**src/rtl/romsig_pkg.sv**
```systemverilog
package romsig_pkg;

  typedef enum logic [1:0] {
    SIG_IDLE  = 2'd0,
    SIG_RUN   = 2'd1,
    SIG_DRAIN = 2'd2
  } sigState_t;

  // Strobes from the sequencer to the accumulator
  typedef struct packed {
    logic clearAcc;  // start of a pass: zero the running sum
    logic addWord;   // romData carries a word of this pass
    logic commit;    // last word: store the folded sum
  } sigStrobe_t;

endpackage

```
**src/rtl/romsig_ctrl.sv**
```systemverilog
module romsig_ctrl
  import romsig_pkg::*;
#(
  parameter int ROM_DEPTH = 256
) (
  input  logic                         clk,
  input  logic                         rst_n,
  input  logic                         startReq,
  output logic                         busy,
  output logic                         romRe,
  output logic [$clog2(ROM_DEPTH)-1:0] romAddr,
  output sigStrobe_t                   strb
);

  localparam int ROM_AW = $clog2(ROM_DEPTH);
  localparam logic [ROM_AW-1:0] LAST_ADDR = ROM_AW'(ROM_DEPTH - 1);

  sigState_t         state;
  logic [ROM_AW-1:0] addrCnt;
  logic              dataValid;

  always_ff @(posedge clk or negedge rst_n) begin
    if (!rst_n) begin
      state     <= SIG_IDLE;
      addrCnt   <= '0;
      dataValid <= 1'b0;
    end else begin
      dataValid <= (state == SIG_RUN);
      unique case (state)
        SIG_IDLE: begin
          if (startReq) begin
            state   <= SIG_RUN;
            addrCnt <= '0;
          end
        end
        SIG_RUN: begin
          addrCnt <= addrCnt + 1'b1;
          if (addrCnt == LAST_ADDR) state <= SIG_DRAIN;
        end
        SIG_DRAIN: state <= SIG_IDLE;
        default:   state <= SIG_IDLE;
      endcase
    end
  end

  always_comb begin
    busy          = (state != SIG_IDLE);
    romRe         = (state == SIG_RUN);
    romAddr       = addrCnt;
    strb.clearAcc = (state == SIG_IDLE) && startReq;
    strb.addWord  = dataValid;
    strb.commit   = (state == SIG_DRAIN);
  end

  // consecutive reads walk the ROM one address at a time
  p_addr_step_r3: assert property (@(posedge clk) disable iff (!rst_n)
    (romRe && $past(romRe)) |-> (romAddr == $past(romAddr) + 1'b1));

  // a pass always begins at address zero
  p_addr_origin_r3: assert property (@(posedge clk) disable iff (!rst_n)
    $rose(romRe) |-> (romAddr == '0));

  // the drain cycle is the last busy cycle
  p_drain_ends_r5: assert property (@(posedge clk) disable iff (!rst_n)
    (state == SIG_DRAIN) |=> !busy);

  // a start request during a pass does not restart the walk
  p_no_restart_r6: assert property (@(posedge clk) disable iff (!rst_n)
    (state == SIG_RUN && startReq && addrCnt != LAST_ADDR)
      |=> (addrCnt == $past(addrCnt) + 1'b1 && state == SIG_RUN));

endmodule

```
**src/rtl/romsig_datapath.sv**
```systemverilog
module romsig_datapath
  import romsig_pkg::*;
#(
  parameter int DATA_W = 8,
  parameter int SUM_W  = 16
) (
  input  logic              clk,
  input  logic              rst_n,
  input  sigStrobe_t        strb,
  input  logic [DATA_W-1:0] romData,
  output logic [SUM_W-1:0]  result
);

  logic [SUM_W-1:0] acc;
  logic [SUM_W:0]   rawSum;
  logic [SUM_W-1:0] wrapSum;
  logic [SUM_W-1:0] foldSum;

  // One's-complement addition: carry out wraps into bit 0
  always_comb begin
    rawSum  = {1'b0, acc} + (SUM_W + 1)'(romData);
    wrapSum = rawSum[SUM_W-1:0] + SUM_W'(rawSum[SUM_W]);
    foldSum = (wrapSum == '1) ? '0 : wrapSum;
  end

  always_ff @(posedge clk or negedge rst_n) begin
    if (!rst_n) begin
      acc    <= '0;
      result <= '0;
    end else begin
      if (strb.clearAcc)     acc <= '0;
      else if (strb.addWord) acc <= wrapSum;
      if (strb.commit)       result <= foldSum;
    end
  end

  // the stored signature never holds the all-ones value
  p_fold_r4: assert property (@(posedge clk) disable iff (!rst_n)
    result != '1);

  // the signature only changes on commit
  p_result_hold_r7: assert property (@(posedge clk) disable iff (!rst_n)
    !strb.commit |=> $stable(result));

  // every pass starts from a zero sum
  p_acc_clear_r9: assert property (@(posedge clk) disable iff (!rst_n)
    strb.clearAcc |=> (acc == '0));

endmodule

```
**src/rtl/romSigEngine.sv**
```systemverilog
module romSigEngine
  import romsig_pkg::*;
#(
  parameter int              ROM_DEPTH   = 256,
  parameter int              DATA_W      = 8,
  parameter int              BUS_AW      = 16,
  parameter logic [BUS_AW-1:0] CTRL_ADDR   = 16'h840D,
  parameter logic [BUS_AW-1:0] RES_LO_ADDR = 16'h840E,
  parameter logic [BUS_AW-1:0] RES_HI_ADDR = 16'h840F
) (
  input  logic                         clk,
  input  logic                         rst_n,
  input  logic                         busWe,
  input  logic [BUS_AW-1:0]            busAddr,
  input  logic [7:0]                   busWdata,
  output logic [7:0]                   busRdata,
  output logic                         romRe,
  output logic [$clog2(ROM_DEPTH)-1:0] romAddr,
  input  logic [DATA_W-1:0]            romData
);

  localparam int SUM_W = 16;

  sigStrobe_t       strb;
  logic             busy;
  logic             startReq;
  logic [SUM_W-1:0] result;
  logic             unusedWdata;

  assign startReq    = busWe && (busAddr == CTRL_ADDR) && busWdata[0];
  assign unusedWdata = ^busWdata[7:1];

  romsig_ctrl #(.ROM_DEPTH(ROM_DEPTH)) uCtrl (
    .clk      (clk),
    .rst_n    (rst_n),
    .startReq (startReq),
    .busy     (busy),
    .romRe    (romRe),
    .romAddr  (romAddr),
    .strb     (strb)
  );

  romsig_datapath #(.DATA_W(DATA_W), .SUM_W(SUM_W)) uPath (
    .clk     (clk),
    .rst_n   (rst_n),
    .strb    (strb),
    .romData (romData),
    .result  (result)
  );

  always_comb begin
    if (busAddr == CTRL_ADDR)        busRdata = {7'b0, busy};
    else if (busAddr == RES_LO_ADDR) busRdata = result[7:0];
    else if (busAddr == RES_HI_ADDR) busRdata = result[15:8];
    else                             busRdata = 8'h00;
  end

  // reserved control bits read as zero
  p_reserved_zero_r2: assert property (@(posedge clk) disable iff (!rst_n)
    (busAddr == CTRL_ADDR) |-> (busRdata[7:1] == 7'b0));

  // a write without bit 0 leaves an idle engine idle
  p_no_start_r8: assert property (@(posedge clk) disable iff (!rst_n)
    (!busy && busWe && busAddr == CTRL_ADDR && !busWdata[0]) |=> !busy);

endmodule

```
**config.mk**
```make
export PLATFORM = sky130hd
export DESIGN_NAME = romSigEngine
export DESIGN_NICKNAME = d
export VERILOG_FILES = /design/src/rtl/romsig_pkg.sv /design/src/rtl/romsig_ctrl.sv /design/src/rtl/romsig_datapath.sv /design/src/rtl/romSigEngine.sv
export SDC_FILE = /design/constraint.sdc
export NUM_CORES = 1
export LEC_CHECK = 0
export ABC_AREA = 1
export CELL_PAD_IN_SITES_DETAIL_PLACEMENT = 0
export CELL_PAD_IN_SITES_GLOBAL_PLACEMENT = 1
export CORE_MARGIN = 8
export CORE_UTILIZATION = 35
export DETAILED_ROUTE_END_ITERATION = 16
export HOLD_SLACK_MARGIN = 0.1
export PLACE_DENSITY = 0.78
export SYNTH_ARGS = -nofsm -noshare
export SYNTH_HDL_FRONTEND = slang
export SYNTH_SLANG_ARGS = --single-unit
```
**constraint.sdc**
```tcl
create_clock -name clk -period 3.4 [get_ports clk]
set_clock_uncertainty 0.2 [all_clocks]
set_input_delay 0.68 -clock clk [delete_from_list [all_inputs] [get_ports clk]]
set_output_delay 0.68 -clock clk [all_outputs]
set_load 0.02 [all_outputs]
```
; Yosys cells after proc, flatten, opt, wreduce, memory -nomap -nowiden
; Index checks and enable logic that the tools add are counted.
[op_classes]
add_sub_neg = 3
n_reduce_logical = 9
n_eq_ne = 9
n_mux = 11
[ops]
columns = cell, n
row1 = equality test 16 bit (second input constant), 4
row2 = 2-to-1 mux 16 bit, 3
row3 = 2-to-1 mux 8 bit, 4
row4 = adder 16 x 8 -> 17 bit, 1
row5 = adder 16 x 1 -> 16 bit, 1
row6 = case mux 8 bit (2 select lines), 1
row7 = adder 8 x 1 -> 8 bit (second input constant), 1
row8 = equality test 8 bit (second input constant), 1
row9 = nonzero test 2 bit, 3
row10 = 2-to-1 mux 2 bit, 2
row11 = inequality test 2 x 1 -> 1 bit (second input constant), 2
row12 = case mux 2 bit (2 select lines), 1
row13 = AND reduction 2 bit, 2
row14 = logical AND 1 bit, 3
row15 = equality test 2 x 1 -> 1 bit (second input constant), 1
row16 = equality test 2 bit (second input constant), 1
row17 = zero test 2 bit, 1
[totals]
out_inout_bits = 17
register_bits = 43
elab_cells = 37
input_bits = 35

; Depth between registers and ports, before layout
[depth]
depth_word = 5
depth_mapped = 24
depth_no_buf = 23

; Cells and area by module
; From an unflattened synthesis, not the netlist that was laid out.
[unflattened]
hier_cells = 515
area_unflattened_um2 = 3393.3
[modules_own_cells]
columns = module, seq_area_each_um2, area_per_inst_um2, cells_per_inst, n_inst
row1 = romsig_datapath, 800.8, 2482.4, 381, 1
row2 = romsig_ctrl, 275.3, 598.1, 74, 1
row3 = romSigEngine, 0.0, 312.8, 60, 1

; Least setup slack after synthesis
; Ideal clock, no wire load.
[synth_timing]
kind = input port to flip-flop
from = input port romData[0]
to = register uPath.result[13]
required_time_ns = 3.085
arrival_ns = 3.287
stages = 23
path_slack_ns = -0.202
setup_time_ns = 0.115
path_buffers = 1
path_cell_list = ha_1 > fa_1 > nand2_2 > nand2_2 > nand3_2 > nand2_1 > nand3_1 > nor4_1 > ha_1 > ha_1 > nand3_1 > inv_1 > nand3_1 > nand2_1 > nor2_1 > nand3_1 > nor2_1 > nand3_1 > nor2_4 > nand3_4 > buf_6 > nand2_2 > nand2_2
[synth_between]
elab_chain_len = 4
[synth_rtl]
columns = element, line
row1 = "start, declared", romSigEngine.sv:19  ; input logic [DATA_W-1:0] romData
row2 = adder 16 x 8 -> 17 bit (*), romsig_datapath.sv:21  ; rawSum = {1'b0, acc} + (SUM_W + 1)'(romData);
row3 = adder 16 x 1 -> 16 bit (*), romsig_datapath.sv:22  ; wrapSum = rawSum[SUM_W-1:0] + SUM_W'(rawSum[SUM_W]);
row4 = equality test 16 bit, romsig_datapath.sv:23  ; foldSum = (wrapSum == '1) ? '0 : wrapSum;
row5 = 2-to-1 mux 16 bit (*), romsig_datapath.sv:23
row6 = "end signal, assigned", romsig_datapath.sv:33  ; if (strb.commit) result <= foldSum;
row7 = "end, declared", romsig_datapath.sv:11  ; output logic [SUM_W-1:0] result
; Every way passes the cells marked *; elsewhere a longest branch is shown, timed or not.
; A chain may end at the register's enable or synchronous reset.

; Worst setup path in the final report
[layout_timing]
from = input port romData[6]
to = register uPath.result[0]
; Same word-level chain as after synthesis.

==> qor.csv <==
metric;value;unit
leading cell type in the layout, fill and taps excluded;nand2_1;
Setup crit end kind;flop;
relative slew slack;35.6;%
vias in the first global route;3599;
# DRC;0;
drt pass-1 iters;5;
Vias;3641;
M3 GR Usage;3.15;%
Avg Inst Size Synth;6.88;um^2
Final WS setup;-31.0;ps
Initial Util;35.6;%
Slew Limit Fails;0;
Yosys reg bits;43;
Num CTS Buffers;5;
share of layout cells above drive strength 1;31.8;%
failing checks;setup timing;
diode count;0;
Cell Area, Synth;0.00345;mm^2
Row Count;36;
Syn. warnings;0;
Die Span Y;115;um
Fin Hold WS;293;ps
Hold Crit Class;flop to flop;
drt via density;4.82;
Worst setup SP type;input pin;
Netlist cell types;41;
endpoints failing setup;16;
Final Wtd Congestion;0.845;
synth-to-layout area growth;42.8;%
Leakage;0.00231;uW
Sink Count;43;
largest net degree at the start of global routing;44;
IO Count;52;
H-Tree Depth;2;
sw power;1510;uW
met1 global-route usage;19.3;%
grt total ovfl;0;
RSZ-0062 raised after global routing;yes;
Logic pwr share;65.2;%
Total GRT Usage;16.2;%
top fanout value on the critical path;8;
clk_lat worst skew;300;ps
CP required;3390;ps
initial antenna violation count;0;
die width;115;um
hold buffer count at CTS;0;
Synth Area in XOR/XNOR;0.762;%
Clock power frac;14.1;%
Peak supply drop;0.316;mV
outcome;finished, violations left;
Least-Margin Pin Slew;964;ps
M2 GR Usage;28.4;%
core box area;0.00968;mm^2
cells along the critical path;buf_2, ha_4, nand2_4, nor2_4, nand3_2, nand2_2, nand3_4, nor4_4, ha_2, ha_4, nand3_4, inv_2, nand2_2, nor2_2, nand3_2, nor2_2, nand3_1, nand2_1, nand2_2, nor2_4, nand3_4, nand2_2, nand2_1;
Seq pwr share;20.7;%
sw frac;44.7;%
crit share post-route;101;%
syn nets;548;
Synth Area in Compound Gates;8.16;%
critical path data arrival time;3420;ps
Nets;669;
clock buffer depth;2;
main combinational cell family by area after synthesis;simple AND/OR/NAND/NOR gates;
port bufs;44;
CP most frequent cell;nand2_2;
highest clock rate;291;MHz
full die area;0.0133;mm^2
register area share after synthesis;31.2;%
Post-Synth Adder-Cell Area;4.57;%
ANT nets after route;0;
Mapped Cells;501;
internal power;1870;uW
busiest grt layer;met2;
P per Cell Area;687;mW/mm^2
HPWL Detailed;8380;um
Max Cap Violations;0;
CP bufs+invs;2;
crit path time final;3430;ps
Post-Place Setup Slack;-948;ps
crit-path max cell delay;270;ps
Crit Path Class;input pin to flop;
commonest cells after routing, fill and taps aside;nand2_1 (138), buf_4 (76), inv_1 (58), nand3_1 (47), nand2_2 (45);
post-synthesis simple-gate area fraction;46.6;%
CP delay by family, top;simple AND/OR/NAND/NOR gates;
final core utilization;50.8;%
Final Hold Vio Count;0;
DRT iter0 DRCs;146;
TritonCTS clock tree;done;
root buf cell;clkbuf_8;
mux cell area share after synthesis;0;%
Slowest-stage cell, CP;ha_4;
first-pass GRT wire length;17200;um
WL final;10400;um
fill count;997;
clk slew on worst S/H paths;90;ps
wire length per cell;13.8;um
[registers in the layout, summed over array words and instances, names as in the netlist]
name	count
uPath.result	16
uCtrl.state	2
uCtrl.romAddr	8
uPath.acc	16
uCtrl.dataValid	1
[what timing repair did]
action                     CTS  global route
gates cloned                 1             0
setup buffers                9             4
pin swaps                   29            18
resized for setup           63            16
setup endpoints to repair   34            28
[per-layer routing]
layer,wire length (um),vias to the layer above
li1,-,1866
met5,0,-
met4,204,0
met2,4950,74
met3,465,13
met1,4780,1688
[synth_stat cells (all sizes together)]
| master | count | area (um^2) |
|---|---|---|
| a21boi | 2 | 18.8 |
| nor2 | 58 | 283 |
| o22ai | 9 | 56.3 |
| nand4 | 10 | 62.6 |
| nor4 | 5 | 31.3 |
| buf | 1 | 11.3 |
| nand3b | 2 | 15.0 |
| clkbuf | 5 | 38.8 |
| clkinv | 1 | 3.75 |
| and2 | 1 | 6.26 |
| dlygate4sd3 | 1 | 10.0 |
| o32ai | 1 | 8.76 |
| or2 | 2 | 12.5 |
| o21ai | 14 | 70.1 |
| o21bai | 1 | 7.51 |
| a21oi | 6 | 33.8 |
| nand2 | 188 | 813 |
| a22o | 1 | 8.76 |
| a32o | 7 | 70.1 |
| dfrtp | 43 | 1080 |
| ha | 11 | 138 |
| o211ai | 1 | 7.51 |
| nand3 | 59 | 348 |
| inv | 63 | 236 |
| fa | 1 | 20.0 |
| nor3 | 3 | 20.0 |
| and3 | 1 | 6.26 |
| and3b | 1 | 8.76 |
| xor2 | 3 | 26.3 |
[final cells by class]
class                           instances  area (um^2)  share of cell area, %
Clock inverter                          3         67.6                   1.37
Timing Repair Buffer                  120          985                   20.0
Inverter                               64          240                   4.88
Clock buffer                            5         68.8                   1.40
Sequential cell                        43         1080                   22.0
Tap cell                              133          166                   3.38
Multi-Input combinational cell        388         2310                   47.0
[worst min-delay path, stage by stage, from the launching register on]
cell	delay (ps)
dfrtp_1	360
nand2_1	60
nand2_1	50
[cell families after synthesis]
logic type | count (synthesis)
XOR/XNOR | 3
buffers and inverters | 71
AO/OA/AOI/OAI | 42
AND/OR/NAND/NOR | 330
adder cells (fa/ha/maj) | 12
flip-flops | 43
[metrics by stage]
stage | TNS, ps | area, um^2 | power, uW | cells
after floorplan | -919 | 3570 | 1850 | 501
after global placement | -20820 | 4590 | 2700 | 734
after detailed placement | -22330 | 4590 | 2720 | 734
after CTS | -368 | 4860 | 3340 | 752
after global routing | -3320 | 4920 | 3660 | 756
final | -216 | 4920 | 3380 | 756
[power by group through the flow]
stage	combinational, uW	sequential (uW)	clock, uW
2_1_floorplan	1180	671	0
3_3_place_gp	2000	696	0
3_5_place_dp	2020	698	0
4_1_cts	2160	696	488
5_1_grt	2440	708	514
6_report	2210	699	478
[path summary, 6_finish.rpt]
path,cells after the start,startpoint,slack [ps],to
worst max-delay path,23,romData[6],-30,uPath.result[0]$_DFFE_PN0N_
worst min-delay path,2,uPath.result[6]$_DFFE_PN0N_,290,uPath.result[6]$_DFFE_PN0N_
worst max register to register,22,uPath.acc[7]$_DFFE_PN0P_,-20,uPath.result[0]$_DFFE_PN0N_
worst min register to register,2,uPath.result[6]$_DFFE_PN0N_,290,uPath.result[6]$_DFFE_PN0N_
max in group asynchronous,1,rst_n,2020,uPath.acc[4]$_DFFE_PN0P_
min in group asynchronous,1,rst_n,320,uCtrl.romAddr[4]$_DFFE_PN0P_
No activity file was read; power rests on OpenSTA's default activity.
